$ cat src/rtl/dma_chan_ctl.sv
module dma_chan_ctl #(
  parameter int DW         = 32,
  parameter int XOR_ALIGN  = 6,
  parameter int COPY_ALIGN = 5
) (
  input  logic          clk,
  input  logic          rst_n,
  input  logic          bus_wr,
  input  logic [1:0]    bus_addr,
  input  logic [DW-1:0] bus_wdata,
  output logic [DW-1:0] bus_rdata,
  input  logic          dp_done,
  output logic [2:0]    chan_mode,
  output logic [1:0]    chan_state,
  output logic          done_irq
);
  localparam logic [1:0] A_CFG = 2'd0, A_MODE = 2'd1, A_PTR = 2'd2, A_ACT = 2'd3;
  localparam logic [2:0] M_COPY = 3'd0, M_XOR = 3'd1, M_CRC = 3'd2, M_LAST = 3'd4;
  localparam logic [1:0] S_IDLE = 2'd0, S_ACT = 2'd1, S_PAUSE = 2'd2;
  localparam logic [DW-1:0] XOR_MASK  = DW'((64'd1 << XOR_ALIGN) - 64'd1);
  localparam logic [DW-1:0] COPY_MASK = DW'((64'd1 << COPY_ALIGN) - 64'd1);
  localparam logic [DW-1:0] CFG_RST   = DW'(32'h0000_1440);

  logic [DW-1:3] cfg_q;
  logic [2:0]    mode_q;
  logic [DW-1:0] ptr_q;
  logic [1:0]    st_q, st_d;
  logic [2:0]    flg_q, flg_d;
  logic          irq_q;
  logic          ill, serr, abad;

  wire       wr_cfg  = bus_wr && bus_addr == A_CFG;
  wire       wr_mode = bus_wr && bus_addr == A_MODE;
  wire       wr_ptr  = bus_wr && bus_addr == A_PTR;
  wire       wr_act  = bus_wr && bus_addr == A_ACT;
  wire [3:0] cmd     = bus_wdata[3:0];
  wire       multi   = |(cmd & (cmd - 4'd1));
  wire       finish  = dp_done && st_q == S_ACT;

  assign abad = (mode_q == M_XOR && |(bus_wdata & XOR_MASK)) ||
                ((mode_q == M_COPY || mode_q == M_CRC) && |(bus_wdata & COPY_MASK));

  always_comb begin
    st_d = st_q;
    ill  = 1'b0;
    serr = 1'b0;
    if (finish) st_d = S_IDLE;
    else if (wr_act && cmd != 4'd0) begin
      if (multi) ill = 1'b1;
      else if (cmd[0]) begin
        if (st_q == S_ACT) serr = 1'b1;
        else st_d = S_ACT;
      end else if (cmd[1]) begin
        if (st_q == S_ACT) st_d = S_IDLE;
        else if (st_q == S_PAUSE) ill = 1'b1;
      end else if (cmd[2]) begin
        if (st_q == S_ACT) st_d = S_PAUSE;
        else ill = 1'b1;
      end else begin
        if (st_q == S_PAUSE) st_d = S_ACT;
        else ill = 1'b1;
      end
    end
  end

  assign flg_d = (wr_act ? (flg_q & ~bus_wdata[10:8]) : flg_q) |
                 {wr_ptr && abad, serr, ill};

  always_ff @(posedge clk or negedge rst_n) begin
    if (!rst_n) begin
      cfg_q  <= CFG_RST[DW-1:3];
      mode_q <= M_COPY;
      ptr_q  <= '0;
      st_q   <= S_IDLE;
      flg_q  <= '0;
      irq_q  <= 1'b0;
    end else begin
      if (wr_cfg) cfg_q <= bus_wdata[DW-1:3];
      if (wr_mode && bus_wdata[2:0] <= M_LAST) mode_q <= bus_wdata[2:0];
      if (wr_ptr && !abad) ptr_q <= bus_wdata;
      st_q  <= st_d;
      flg_q <= flg_d;
      irq_q <= finish;
    end
  end

  always_comb begin
    case (bus_addr)
      A_CFG:   bus_rdata = {cfg_q, mode_q};
      A_MODE:  bus_rdata = DW'(mode_q);
      A_PTR:   bus_rdata = ptr_q;
      default: bus_rdata = DW'({flg_q, 2'b00, st_q, 4'b0000});
    endcase
  end

  assign chan_mode  = mode_q;
  assign chan_state = st_q;
  assign done_irq   = irq_q;


  state_legal_chk: assert property (@(posedge clk) disable iff (!rst_n)
    chan_state != 2'd3);

  cfg_keeps_mode_chk: assert property (@(posedge clk) disable iff (!rst_n)
    (bus_wr && bus_addr == A_CFG) |=> $stable(chan_mode));

  xor_align_chk: assert property (@(posedge clk) disable iff (!rst_n)
    (bus_wr && bus_addr == A_PTR && chan_mode == M_XOR && bus_wdata[5:0] != 6'd0)
    |=> ($stable(ptr_q) && bus_addr != A_ACT) || bus_rdata[10]);

  multi_cmd_chk: assert property (@(posedge clk) disable iff (!rst_n)
    (bus_wr && bus_addr == A_ACT && $countones(bus_wdata[3:0]) > 1 && !dp_done)
    |=> $stable(chan_state));

  done_idle_chk: assert property (@(posedge clk) disable iff (!rst_n)
    (dp_done && chan_state == S_ACT) |=> (chan_state == S_IDLE && done_irq));

  irq_pulse_chk: assert property (@(posedge clk) disable iff (!rst_n)
    done_irq |=> !done_irq);

  irq_cause_chk: assert property (@(posedge clk) disable iff (!rst_n)
    $rose(done_irq) |-> $past(chan_state) == S_ACT);
endmodule

$ cat config.mk
export PLATFORM = sky130hd
export DESIGN_NAME = dma_chan_ctl
export DESIGN_NICKNAME = d
export VERILOG_FILES = /design/src/rtl/dma_chan_ctl.sv
export SDC_FILE = /design/constraint.sdc
export NUM_CORES = 1
export LEC_CHECK = 0
export ABC_AREA = 1
export ABC_CLOCK_PERIOD_IN_PS = 2350
export BUFFER_PORTS_ARGS = -buffer_cell sky130_fd_sc_hd__clkbuf_2
export CAP_MARGIN = 15
export CELL_PAD_IN_SITES_DETAIL_PLACEMENT = 1
export CELL_PAD_IN_SITES_GLOBAL_PLACEMENT = 1
export CORE_UTILIZATION = 35
export DETAILED_ROUTE_END_ITERATION = 7
export PLACE_DENSITY = 0.73
export SETUP_SLACK_MARGIN = 0.2
export SLEW_MARGIN = 20
export SYNTH_ARGS = -nofsm -noshare
export SYNTH_HDL_FRONTEND = slang
export SYNTH_SLANG_ARGS = --single-unit
$ cat constraint.sdc
create_clock -name clk -period 2.35 [get_ports clk]
set_clock_uncertainty 0.1 [all_clocks]
set_input_delay 0 -clock clk [delete_from_list [all_inputs] [get_ports clk]]
set_output_delay 0 -clock clk [all_outputs]
set_load 0.01 [all_outputs]
==> metrics.txt <==
number of enable flip-flop cells after synthesis=0; Routed WL=8.57 mm; post-route minimum period=1.75 ns; HPWL after DPL=5.64 mm; Ys Warns=0; worst rel slew slack=0.351; cell internal pwr=2.35 mW; H-tree levels=3; DR vias/cell=4.93; Comb pwr share=0.247; Post-Synthesis Cells=358; DR DRC count=0; Synth top cells by count=nand2_1 (96), dfrtp_1 (67), inv_1 (42); Fin Setup TNS=0 ns; Final WS setup=0.600 ns; initial antenna violation count=0; Hold Vio Cnt, Final=0; vias in the first global route=3031; CP Max Fanout=29; Syn Nets=396; # diodes=0; Die Ht=98.4 µm; CP required=2.49 ns; Slew @ Worst Pin=0.970 ns; Startpoint Class=input port; DR WL/cell=14.8 µm; postcts setup bufs=0; status=completed; Cell variety after synth=25; ys flop type=dfrtp_1; Crit. End Element=register; clock sink count=70; Async SR Flop Fraction=1.00; initial DRC count=106; share of the synthesized area in the top cell type=0.516; Final ANT Viol Nets=0; leakage=2.20 nW; PwrDens=826 nW/µm²; I/O pin cnt=76; Yosys reg bits=70; IO buf count=75; Synth Cell Area=3250 µm²; f_max=571 MHz; NumNets Final=505; grt total ovfl=0; Clock Power Share=0.258; VDD IR-drop max=0.000383 V; Sequential Power Share=0.495; synth top area cells=dfrtp_1 (52%), nand2_1 (11%), a22o_1 (7.0%); CP arrival=1.89 ns; count leader, synth=nand2_1; Max Slew Vio Count=0; CTS Buffer Depth=2; worst hold slack=0.0229 ns; Hold WC Path Type=input port to async pin; GRT Util Overall=0.195; worst-skew pair later-pin latency=0.35 ns; CTS tree=built; die width=98.4 µm; switching part of the total=0.330; number of CTS-inserted buffers=9; Post-Place Setup Slack=0.681 ns; Root Buffer=clkbuf_8; row count=34; layout cells sized above 1=0.273; Crit Path Class=input port to register; Max Cap Viol=0; first-pass GRT wire length=14.9 mm; Worst-path clk slew=0.08 ns; Area Growth Syn to Fin=30.5%; DR vias=2859; die area=9670 µm²; TritonRoute pass-1 iters=8; largest net degree at the start of global routing=59; Final setup viols=0; Net Switching=1.16 mW; register area share after synthesis=0.540; Starting Density=0.367; RSZ-0062 raised after global routing=no; gpl congestion=0.868; total core area=8850 µm²; Total Power=3.50 mW; fill cell total of the finished layout=1094; Post-Syn Area per Cell=9.08 µm²; crit share post-route=0.745; post-synth top area cell=dfrtp_1
-- final cells by class --
cell class	instances	area, µm²	area share
clock buffers	10	138	0.0325
clock inverters	6	46.3	0.0109
inverters	43	161	0.0381
multi-input cells	227	1220	0.288
flip-flops and latches	70	1760	0.414
well taps	108	135	0.0319
repair buffers	116	783	0.185
-- worst max-delay path, cell delays in order --
cell           delay [ns]
dlygate4sd3_1        0.53
clkbuf_2             0.13
inv_1                0.18
nand3_1              0.15
o21ai_2              0.22
nand2_4              0.25
buf_4                0.28
nand2_1              0.08
o21ai_1              0.05
-- flip-flops by register name, indices dropped and copies added, names as in the netlist --
| name | count |
|---|---|
| cfg_q | 29 |
| ptr_q | 32 |
| chan_mode | 3 |
| chan_state | 2 |
| flg_q | 3 |
| done_irq | 1 |
-- path summary, 6_finish.rpt --
| check | cells past startpoint | startpoint | end | slack, ns |
|---|---|---|---|---|
| max | 9 | bus_wdata[0] | ptr_q[10] | 0.60 |
| min reg2reg | 2 | ptr_q[12] | ptr_q[12] | 0.39 |
| min in group clk | 6 | bus_addr[0] | flg_q[2] | 0.03 |
| min | 2 | rst_n | cfg_q[14] | 0.02 |
| max in group asynchronous | 3 | rst_n | cfg_q[6] | 1.45 |
| max reg2reg | 7 | chan_mode[0] | ptr_q[9] | 0.67 |
-- kinds of logic (layout without fill, tap and decap cells) --
| group | after synthesis | after routing | share of synthesized area |
|---|---|---|---|
| AO/OA/AOI/OAI | 103 | 103 | 0.217 |
| buffers and inverters | 61 | 175 | 0.0859 |
| flip-flops | 70 | 70 | 0.540 |
| AND/OR/NAND/NOR | 124 | 124 | 0.157 |
-- placed cells by master (no fill, tap or decap), drive strengths merged, types with 7 or more instances in the layout --
master,count
nand3,10
buf,7
dfrtp,67
o21ai,73
nor2,14
a22o,26
dlygate4sd3,35
nand2,97
inv,44
clkbuf,84
-- stage by stage --
step / std cells / utilization / cell area, µm²
finish: 580 / 0.479 / 4240
CTS: 580 / 0.479 / 4240
detailed placement: 529 / 0.419 / 3700
global route: 580 / 0.479 / 4240
floorplan: 358 / - / 3250
global placement: 529 / 0.419 / 3700
-- power groups by stage --
stage	logic, mW	registers [mW]	clock network, mW
5_1_grt	0.987	1.78	0.983
2_1_floorplan	0.558	1.70	0
3_5_place_dp	0.830	1.75	0
4_1_cts	0.882	1.73	0.934
6_report	0.866	1.73	0.905
3_3_place_gp	0.796	1.73	0
-- routing by layer --
layer	global-route usage	part of all wire	vias to the layer above	wire, µm
li1	-	-	1399	-
met3	0.0286	0.026	10	227
met2	0.314	0.49	55	4170
met1	0.265	0.47	1395	4060
met5	0	0	-	0
met4	0.0758	0.014	0	121
-- what timing repair did --
item,CTS,global route
endpoints found under the hold margin,135,0
gates resized for setup,0,0
hold buffers,35,0
(Power assumes the default switching activity.)
